`config.mk`:
```
export PLATFORM = sky130hd
export DESIGN_NAME = tmc_tracker
export DESIGN_NICKNAME = d
export VERILOG_FILES = /design/src/rtl/tmc_pkg.sv /design/src/rtl/tmc_line_sets.sv /design/src/rtl/tmc_core_vecs.sv /design/src/rtl/tmc_commit_fsm.sv /design/src/rtl/tmc_tracker.sv
export SDC_FILE = /design/constraint.sdc
export NUM_CORES = 1
export LEC_CHECK = 0
export ABC_CLOCK_PERIOD_IN_PS = 2600
export CAP_MARGIN = 20
export CORE_MARGIN = 5
export CORE_UTILIZATION = 50
export CTS_CLUSTER_DIAMETER = 30
export DETAILED_ROUTE_END_ITERATION = 16
export HOLD_SLACK_MARGIN = 0.08
export PLACE_DENSITY = 0.82
export SLEW_MARGIN = 15
export SYNTH_ARGS = -nofsm -noshare
export SYNTH_HDL_FRONTEND = slang
export SYNTH_SLANG_ARGS = --single-unit
export TNS_END_PERCENT = 5
```
`constraint.sdc`:
```
create_clock -name clk -period 2.6 [get_ports clk]
set_clock_uncertainty 0.2 [all_clocks]
set_input_delay 0.26 -clock clk [delete_from_list [all_inputs] [get_ports clk]]
set_output_delay 0.26 -clock clk [all_outputs]
set_load 0.05 [all_outputs]
```
`src/rtl/tmc_pkg.sv`:
```
package tmc_pkg;
  typedef enum logic [1:0] {
    ST_IDLE = 2'd0,
    ST_RUN  = 2'd1,
    ST_WAIT = 2'd2
  } tx_st_e;
endpackage

```
`src/rtl/tmc_line_sets.sv`:
```
module tmc_line_sets #(
  parameter int NLINES = 64,
  localparam int LW = (NLINES > 1) ? $clog2(NLINES) : 1
) (
  input  logic          clk,
  input  logic          rst,
  input  logic          clr_i,
  input  logic          en_i,
  input  logic          idle_i,
  input  logic          rd_i,
  input  logic [LW-1:0] rd_line_i,
  input  logic          wr_i,
  input  logic [LW-1:0] wr_line_i,
  input  logic [LW-1:0] q_line_i,
  output logic          q_sr_o,
  output logic          q_sm_o
);
  logic [NLINES-1:0] sr_q;
  logic [NLINES-1:0] sm_q;

  // one flop pair per line: flash clear rules out a RAM array
  for (genvar g = 0; g < NLINES; g++) begin : g_line
    always_ff @(posedge clk) begin
      if (rst || clr_i) begin
        sr_q[g] <= 1'b0;
        sm_q[g] <= 1'b0;
      end else if (en_i) begin
        if (rd_i && rd_line_i == LW'(g)) sr_q[g] <= 1'b1;
        if (wr_i && wr_line_i == LW'(g)) sm_q[g] <= 1'b1;
      end
    end
  end

  always_ff @(posedge clk) begin
    if (rst) begin
      q_sr_o <= 1'b0;
      q_sm_o <= 1'b0;
    end else begin
      q_sr_o <= sr_q[q_line_i];
      q_sm_o <= sm_q[q_line_i];
    end
  end

  AST_SETS_EMPTY_IDLE: assert property (@(posedge clk) disable iff (rst)
    idle_i |-> (sr_q == '0 && sm_q == '0));
endmodule

```
`src/rtl/tmc_core_vecs.sv`:
```
module tmc_core_vecs #(
  parameter int NCORES  = 32,
  parameter int CORE_ID = 0,
  localparam int CW = (NCORES > 1) ? $clog2(NCORES) : 1
) (
  input  logic              clk,
  input  logic              rst,
  input  logic              clr_i,
  input  logic              en_i,
  input  logic              idle_i,
  input  logic              cf_valid_i,
  input  logic [CW-1:0]     cf_core_i,
  input  logic              cf_local_wr_i,
  input  logic              cf_remote_wr_i,
  output logic [NCORES-1:0] racers_o,
  output logic [NCORES-1:0] killers_o
);
  logic take;
  assign take = en_i && cf_valid_i && (cf_core_i != CW'(CORE_ID));

  always_ff @(posedge clk) begin
    if (rst || clr_i) begin
      racers_o  <= '0;
      killers_o <= '0;
    end else if (take) begin
      if (cf_local_wr_i)  racers_o[cf_core_i]  <= 1'b1;
      if (cf_remote_wr_i) killers_o[cf_core_i] <= 1'b1;
    end
  end

  AST_VECS_EMPTY_IDLE: assert property (@(posedge clk) disable iff (rst)
    idle_i |-> (racers_o == '0 && killers_o == '0));
  AST_NO_SELF_VICTIM: assert property (@(posedge clk) disable iff (rst)
    !racers_o[CORE_ID] && !killers_o[CORE_ID]);
endmodule

```
`src/rtl/tmc_commit_fsm.sv`:
```
module tmc_commit_fsm
  import tmc_pkg::*;
#(
  parameter int NCORES = 32,
  localparam int CW = (NCORES > 1) ? $clog2(NCORES) : 1
) (
  input  logic              clk,
  input  logic              rst,
  input  logic              begin_i,
  input  logic              commit_i,
  input  logic              labort_i,
  input  logic              rab_valid_i,
  input  logic [CW-1:0]     rab_src_i,
  input  logic              ack_valid_i,
  input  logic [CW-1:0]     ack_src_i,
  input  logic [NCORES-1:0] racers_i,
  output tx_st_e            state_o,
  output logic              clr_o,
  output logic              commit_done_o,
  output logic              aborted_o,
  output logic [NCORES-1:0] abort_vec_o,
  output logic              rab_ack_valid_o,
  output logic [CW-1:0]     rab_ack_dst_o
);
  tx_st_e            st_q, st_n;
  logic [NCORES-1:0] snap_q, snap_n, got_q, got_n, ack_hot, avec_n;
  logic              done_n, abt_n;

  assign ack_hot = ack_valid_i ? ((NCORES'(1) << ack_src_i) & snap_q) : '0;

  always_comb begin
    st_n   = st_q;
    snap_n = snap_q;
    got_n  = got_q;
    avec_n = '0;
    done_n = 1'b0;
    abt_n  = 1'b0;
    clr_o  = 1'b0;
    unique case (st_q)
      ST_IDLE: if (begin_i) st_n = ST_RUN;
      ST_RUN: begin
        if (rab_valid_i || labort_i) begin
          clr_o = 1'b1; abt_n = 1'b1; st_n = ST_IDLE;
        end else if (commit_i) begin
          if (racers_i == '0) begin
            clr_o = 1'b1; done_n = 1'b1; st_n = ST_IDLE;
          end else begin
            avec_n = racers_i; snap_n = racers_i; got_n = '0; st_n = ST_WAIT;
          end
        end
      end
      ST_WAIT: begin
        if (rab_valid_i) begin
          clr_o = 1'b1; abt_n = 1'b1; st_n = ST_IDLE;
        end else if ((got_q | ack_hot) == snap_q) begin
          clr_o = 1'b1; done_n = 1'b1; st_n = ST_IDLE;
        end else begin
          got_n = got_q | ack_hot;
        end
      end
      default: st_n = ST_IDLE;
    endcase
  end

  always_ff @(posedge clk) begin
    if (rst) begin
      st_q            <= ST_IDLE;
      snap_q          <= '0;
      got_q           <= '0;
      abort_vec_o     <= '0;
      commit_done_o   <= 1'b0;
      aborted_o       <= 1'b0;
      rab_ack_valid_o <= 1'b0;
      rab_ack_dst_o   <= '0;
    end else begin
      st_q            <= st_n;
      snap_q          <= snap_n;
      got_q           <= got_n;
      abort_vec_o     <= avec_n;
      commit_done_o   <= done_n;
      aborted_o       <= abt_n;
      rab_ack_valid_o <= rab_valid_i;
      rab_ack_dst_o   <= rab_src_i;
    end
  end

  assign state_o = st_q;

  AST_OUTCOME_EXCLUSIVE: assert property (@(posedge clk) disable iff (rst)
    !(commit_done_o && aborted_o));
  AST_ABORT_VEC_PULSE: assert property (@(posedge clk) disable iff (rst)
    (abort_vec_o != '0) |=> (abort_vec_o == '0));
  AST_ABORT_VEC_SNAPSHOT: assert property (@(posedge clk) disable iff (rst)
    (abort_vec_o != '0) |-> (abort_vec_o == $past(racers_i)));
  AST_DONE_NOT_FROM_IDLE: assert property (@(posedge clk) disable iff (rst)
    commit_done_o |-> ($past(st_q) != ST_IDLE));
endmodule

```
`src/rtl/tmc_tracker.sv`:
```
module tmc_tracker
  import tmc_pkg::*;
#(
  parameter int NCORES  = 32,
  parameter int NLINES  = 64,
  parameter int CORE_ID = 0,
  localparam int CW = (NCORES > 1) ? $clog2(NCORES) : 1,
  localparam int LW = (NLINES > 1) ? $clog2(NLINES) : 1
) (
  input  logic              clk,
  input  logic              rst,
  input  logic              tx_begin_i,
  input  logic              tx_commit_i,
  input  logic              tx_abort_i,
  input  logic              rd_i,
  input  logic [LW-1:0]     rd_line_i,
  input  logic              wr_i,
  input  logic [LW-1:0]     wr_line_i,
  input  logic              cf_valid_i,
  input  logic [CW-1:0]     cf_core_i,
  input  logic              cf_local_wr_i,
  input  logic              cf_remote_wr_i,
  input  logic              rab_valid_i,
  input  logic [CW-1:0]     rab_src_i,
  input  logic              ack_valid_i,
  input  logic [CW-1:0]     ack_src_i,
  input  logic [LW-1:0]     q_line_i,
  output logic              tx_active_o,
  output logic [NCORES-1:0] racers_o,
  output logic [NCORES-1:0] killers_o,
  output logic [NCORES-1:0] abort_vec_o,
  output logic              commit_done_o,
  output logic              aborted_o,
  output logic              rab_ack_valid_o,
  output logic [CW-1:0]     rab_ack_dst_o,
  output logic              q_sr_o,
  output logic              q_sm_o
);
  tx_st_e st;
  logic   clr, run, idle, rec_en;

  assign run    = (st == ST_RUN);
  assign idle   = (st == ST_IDLE);
  assign rec_en = run && !tx_commit_i;
  assign tx_active_o = !idle;

  tmc_commit_fsm #(.NCORES(NCORES)) u_fsm (
    .clk(clk), .rst(rst),
    .begin_i(tx_begin_i), .commit_i(tx_commit_i), .labort_i(tx_abort_i),
    .rab_valid_i(rab_valid_i), .rab_src_i(rab_src_i),
    .ack_valid_i(ack_valid_i), .ack_src_i(ack_src_i),
    .racers_i(racers_o),
    .state_o(st), .clr_o(clr),
    .commit_done_o(commit_done_o), .aborted_o(aborted_o),
    .abort_vec_o(abort_vec_o),
    .rab_ack_valid_o(rab_ack_valid_o), .rab_ack_dst_o(rab_ack_dst_o)
  );

  tmc_core_vecs #(.NCORES(NCORES), .CORE_ID(CORE_ID)) u_vecs (
    .clk(clk), .rst(rst), .clr_i(clr), .en_i(rec_en), .idle_i(idle),
    .cf_valid_i(cf_valid_i), .cf_core_i(cf_core_i),
    .cf_local_wr_i(cf_local_wr_i), .cf_remote_wr_i(cf_remote_wr_i),
    .racers_o(racers_o), .killers_o(killers_o)
  );

  tmc_line_sets #(.NLINES(NLINES)) u_lines (
    .clk(clk), .rst(rst), .clr_i(clr), .en_i(run), .idle_i(idle),
    .rd_i(rd_i), .rd_line_i(rd_line_i), .wr_i(wr_i), .wr_line_i(wr_line_i),
    .q_line_i(q_line_i), .q_sr_o(q_sr_o), .q_sm_o(q_sm_o)
  );

  AST_END_CLEARS_VECS: assert property (@(posedge clk) disable iff (rst)
    (commit_done_o || aborted_o) |-> (racers_o == '0 && killers_o == '0 && !tx_active_o));
endmodule

```
# Word-level counts from Yosys, hierarchy flattened
# Index checks and enable logic that the tools add are counted.
# W data, S select, Z words.
dict set report classes {
  shift 1
  n_bitwise 8
  n_mux 32
  eq_ne 137
  reduce_logical 276
  magnitude_cmp 3
}
# cell n
set op_table {}
lappend op_table {{$eq A6 B6 Y1 const B} 64}
lappend op_table {{$reduce_and A2 Y1} 130}
lappend op_table {{$eq A6 B5 Y1 const B} 32}
lappend op_table {{$mux W32} 6}
lappend op_table {{$logic_and A1 B1 Y1} 132}
lappend op_table {{$eq A6 B4 Y1 const B} 16}
lappend op_table {{$or A32 B32 Y32} 3}
lappend op_table {{$pmux W32 S2} 1}
lappend op_table {{$eq A6 B3 Y1 const B} 8}
lappend op_table {{$and A32 B32 Y32} 1}
lappend op_table {{$eq A32 B32 Y1} 1}
lappend op_table {{$logic_not A32 Y1} 1}
lappend op_table {{$shl A1 B5 Y32 const A} 1}
lappend op_table {{$eq A6 B2 Y1 const B} 4}
lappend op_table {{$bmux W1 S6} 2}
lappend op_table {{$eq A6 B1 Y1 const B} 2}
lappend op_table {{$logic_not A6 Y1} 2}
lappend op_table {{$mux W1} 12}
lappend op_table {{$mux W2} 6}
lappend op_table {{$ne A2 B2 Y1 const B} 6}
lappend op_table {{$lt A6 B7 Y1 const B} 1}
lappend op_table {{$lt A5 B6 Y1 const B} 1}
lappend op_table {{$ne A3 B2 Y1 const B} 2}
lappend op_table {{$pmux W1 S2} 3}
lappend op_table {{other kinds (15)} 20}
dict set report totals {
  input_bits 45
  out_inout_bits 107
  word_cells 597
  ff_bits 300
}

# Logic depth before layout (Yosys ltp)
dict set report depth {
  ltp_word 9
  mapped_depth 12
  depth_no_buf 8
}

# By module
# Synthesis repeated with hierarchy kept, for this count alone.
dict set report unflattened {
  hier_cells 1249
  hier_area_um2 11956.5
}
# mod cells_each area_per_inst_um2 instances
set by_module_without_submodules {}
lappend by_module_without_submodules {tmc_line_sets 554 5238.8 1}
lappend by_module_without_submodules {tmc_commit_fsm 492 4500.6 1}
lappend by_module_without_submodules {tmc_core_vecs 199 2188.3 1}
lappend by_module_without_submodules {tmc_tracker 4 28.8 1}

# Worst setup path after synthesis
# No wires, ideal clock.
dict set report synth_timing {
  kind {input to register}
  from {input port q_line_i[1]}
  to {register u_lines.q_sm_o}
  arrival_time_ps 2351
  required_ps 2272
  path_buffers 3
  slack_ps -79
  cell_stages 7
  setup_time_ps 128
  path_cell_list {buf_2 buf_1 buf_2 mux4_2 mux4_2 mux4_2 nor2b_1}
}
dict set report synth_between {
  elab_chain_cells 2
}
# element line_no
set synth_rtl {}
lappend synth_rtl {{from (decl)} tmc_tracker.sv:27} ;# input logic [LW-1:0] q_line_i,
lappend synth_rtl {{$bmux W1 S6} tmc_line_sets.sv:40} ;# q_sm_o <= sm_q[q_line_i];
lappend synth_rtl {{$mux W1 (not written as such)} tmc_line_sets.sv:40}
lappend synth_rtl {{to (signal assigned)} tmc_line_sets.sv:40}
lappend synth_rtl {{to (decl)} tmc_line_sets.sv:16} ;# output logic q_sm_o
# Every way passes these cells. The select of a mux whose other input is x is not followed.
# A chain may end at the register's enable or synchronous reset.

# Final worst setup path
dict set report layout_timing {
  from {register u_fsm.snap_q[3]}
  to {register u_vecs.racers_o[26]}
}
dict set report layout_between {
  elab_chain_cells 8
}
# element line_no
set layout_rtl {}
lappend layout_rtl {{from (decl)} tmc_commit_fsm.sv:26} ;# logic [NCORES-1:0] snap_q, snap_n, got_q, got_n, ack_hot, avec_n;
lappend layout_rtl {{from (signal assigned)} tmc_commit_fsm.sv:77} ;# snap_q <= snap_n;
lappend layout_rtl {{$and A32 B32 Y32} tmc_commit_fsm.sv:29} ;# assign ack_hot = ack_valid_i ? ((NCORES'(1) << ack_src_i) & snap_q) : '0;
lappend layout_rtl {{$mux W32} tmc_commit_fsm.sv:29}
lappend layout_rtl {{$or A32 B32 Y32} tmc_commit_fsm.sv:55} ;# end else if ((got_q | ack_hot) == snap_q) begin
lappend layout_rtl {{$eq A32 B32 Y1 *} tmc_commit_fsm.sv:55}
lappend layout_rtl {{$mux W1 *} tmc_commit_fsm.sv:55}
lappend layout_rtl {{$mux W1 *} tmc_commit_fsm.sv:53} ;# if (rab_valid_i) begin
lappend layout_rtl {{$pmux W1 S2 *} tmc_commit_fsm.sv:39} ;# unique case (st_q)
lappend layout_rtl {{$logic_or A1 B1 Y1 *} tmc_core_vecs.sv:22} ;# if (rst || clr_i) begin
lappend layout_rtl {{to (signal assigned)} tmc_core_vecs.sv:23} ;# racers_o <= '0;
lappend layout_rtl {{to (signal, indexed assignment)} tmc_core_vecs.sv:26} ;# if (cf_local_wr_i) racers_o[cf_core_i] <= 1'b1;
lappend layout_rtl {{to (decl)} tmc_core_vecs.sv:15} ;# output logic [NCORES-1:0] racers_o,
# Mark *: on every way between the ends. The rest lies on a longest branch, timed or not.

==> key figures <==
Run status
  – Run status: finished with violations
  – Failing checks: setup timing

Layout
  – Antenna Cells: 0
  – Share of layout cells above drive strength 1: 0.222
  – Fin cells: 1879
  – Area growth from synthesis to layout: 43.9%
  – Final nets: 1576

Route
  – Final ANT Viol Nets: 0
  – Via density: 6.05
  – TritonRoute pass-1 iters: 9
  – # DRC: 0
  – Wire per inst: 21.9 µm
  – Drt initial violations: 1569
  – Via count: 11400
  – Total Wirelength: 41200 µm

Synthesis
  – Syn Nets: 1277
  – Most common cell in the netlist: dfxtp_1
  – Multiplexer area fraction after synthesis: 0.108
  – Post-Synth Adder-Cell Area: 0.00322
  – Flops & latches, synth: 300
  – Post-Syn Area: 11700 µm²
  – Synth area leader: dfxtp_1
  – Synth cell types: 54
  – Synthesis Warnings: 0
  – Post-synthesis xor/xnor area fraction: 0
  – Post-Synth Simple-Gate Area: 0.191
  – Most instantiated cells after synthesis: dfxtp_1, nor2_1, a21oi_1
  – Largest family of logic cells by synthesized area: simple AND/OR/NAND/NOR gates
  – Yosys top cell area share: 0.515
  – Ys async rst share: 0
  – Mean Syn Cell Area: 9.49 µm²
  – Top cells by area, synth: dfxtp_1, nor2_1, a21oi_1
  – Post-synth EDFFs: 0
  – Register area share after synthesis: 0.515
  – Top FF cell, synth: dfxtp_1
  – Cell count after synthesis: 1229
  – Synth Area in Compound Gates: 0.140

Floorplan
  – Core area: 22800 µm²
  – Die area: 26500 µm²
  – Ports: 152
  – Site row count: 55
  – Die Width: 163 µm
  – Die Height: 163 µm
  – Initial Utilization: 0.512

STA
  – Final WS setup: -101 ps
  – Slew @ Worst Pin: 782 ps
  – Endpoints failing setup: 124
  – Final period util: 1.04
  – Hold Violations, Final: 0
  – Slew margin rel.: 0.475
  – Crit path time final: 2700 ps
  – Fin Setup TNS: -6130 ps
  – Fin. max-slew vios: 0
  – Unrepaired setup endpoints after global routing: true
  – Max Freq: 0.370 GHz

Setup path
  – Critical Path Max Stage Delay: 350 ps
  – WP data required: 2830 ps
  – CP Class: flop to flop
  – CP max stage cell: a2111oi_4
  – CP Launch Type: flop
  – Crit-path cells: nand2b_4, o2111ai_4, a2111oi_4, buf_4, and4_1, and4_4, and2_4, a31o_4, buf_8, clkbuf_16, nor2_2
  – Worst Setup End Kind: flop
  – Max FO, Critical Path: 7
  – Worst endpoint data arrival time: 2930 ps

Place
  – Dpl cells: 1766
  – Routability congestion estimate: 0.937
  – Port Buffer Count: 151
  – DPL Wire Length: 24400 µm

Power and ir drop
  – Peak supply drop: 0.604 mV
  – Static Leak: 0.00669 µW
  – P per Cell Area: 725 nW/µm²

Job
  – Max Cap Viol: 0

Clock tree
  – Clock Path Buffers: 3
  – Clk pin slew, worst setup/hold paths: 60 ps
  – Htree depth: 2
  – CTS tree: yes
  – Num CTS Buffers: 51
  – Sinks on Clock Net: 300
  – Worst-skew pair later-pin latency: 560 ps
  – Root buffer cell: clkbuf_16

Global routing
  – Total Routing Usage GR: 0.275
  – Initial antenna violation count: 0
  – First-pass GRT wire length: 58400 µm
  – Total grt overflow: 0
  – Largest net degree at the start of global routing: 46
  – Vias in the first global route: 10900

Min path
  – Hold Crit Class: input port to flop
-- cell type report --
| cell class | instances | area [µm²] |
|---|---|---|
| inverter | 33 | 124 |
| fill | 1349 | 5990 |
| clock inverter | 32 | 399 |
| sequential | 300 | 6010 |
| tap | 313 | 392 |
| timing repair buffer | 316 | 3090 |
| multi-input combinational | 826 | 5410 |
| clock buffer | 59 | 1360 |
-- stage by stage --
stage	area [µm²]	hold WS, ps	power (µW)	util	setup WS, ps
2_1_floorplan	11700	137	5040	-	22.0
3_3_place_gp	14400	228	5270	0.632	-592
3_5_place_dp	14400	227	5280	0.632	-712
4_1_cts	16300	80.3	12000	0.717	-3.33
5_1_grt	16800	94.1	12500	0.737	-154
6_report	16800	89.0	12200	0.737	-101
-- worst max-delay path: cells and delay by family (launching register included) --
kind	cells	cell delay [ps]
flops	1	330
compound gates	3	740
buf+inv	3	510
simple gates	5	770
-- placed cells by master, fill, tap and decap left out, types with 5 or more instances in the layout --
master	synthesis	layout
a21oi_1	202	202
a32o_1	30	30
and2_1	33	32
buf_12	0	10
buf_4	23	132
buf_6	0	8
bufinv_16	0	7
clkbuf_16	0	59
clkbuf_8	0	5
clkdlybuf4s50_1	0	143
clkinv_2	0	8
clkinvlp_4	0	9
dfxtp_1	300	296
inv_1	33	33
mux2i_1	31	31
mux4_2	42	42
nand2_1	32	32
nand2b_1	28	25
nand3_1	19	19
nor2_1	272	249
nor2_2	0	14
nor2_4	0	9
nor2b_1	20	20
nor3_1	23	21
nor4_1	13	10
o22ai_1	10	10
-- state kept, by name, summed over array words and instances, names as in the netlist --
signal / cells
u_fsm.snap_q: 32
u_fsm.aborted_o: 1
u_fsm.state_o: 2
u_fsm.abort_vec_o: 32
u_vecs.killers_o: 32
u_lines.sm_q: 64
u_lines.q_sr_o: 1
u_fsm.commit_done_o: 1
u_lines.sr_q: 64
u_fsm.rab_ack_dst_o: 5
u_fsm.got_q: 32
u_fsm.rab_ack_valid_o: 1
u_vecs.racers_o: 32
u_lines.q_sm_o: 1
-- what timing repair did --
item,4_1_cts,5_1_grt
setup endpoints to repair,225,223
pin swaps,3,18
setup buffers,3,2
cloned,2,11
gates resized for setup,18,58
hold endpoints to repair,5,0
hold buffers,4,0
-- path summary, 6_finish.rpt --
kind                                                  startpoint                           endpoint  slack [ps]  cells after the start
worst max register to register      u_fsm.snap_q[3]$_SDFFE_PP0P_   u_vecs.racers_o[26]$_SDFFE_PP0P_        -100                     11
worst min-delay path                                rab_src_i[2]  u_fsm.rab_ack_dst_o[2]$_SDFF_PP0_          90                      2
worst max-delay path                u_fsm.snap_q[3]$_SDFFE_PP0P_   u_vecs.racers_o[26]$_SDFFE_PP0P_        -100                     11
worst min register to register  u_vecs.killers_o[0]$_SDFFE_PP0P_   u_vecs.killers_o[0]$_SDFFE_PP0P_         230                      2
-- kinds of logic after synthesis --
| family | count (synthesis) |
|---|---|
| compound gates | 275 |
| fa+ha+maj | 3 |
| buf+inv | 104 |
| flops | 300 |
| mux | 73 |
| simple gates | 474 |
-- power by group --
group          leakage, µW  total, µW  internal (µW)  switching, µW
combinational      0.00343        709            305            403
clock             0.000839       6830           4440           2390
sequential         0.00242       4630           4620           6.95
-- layer usage --
metal,GRT usage,part of all wire,vias to the layer above
met5,0,0,-
met4,0.138,0.064,0
met3,0.0516,0.085,227
met2,0.480,0.49,779
met1,0.322,0.36,5416
li1,-,-,4937
(Power assumes the default switching activity.)
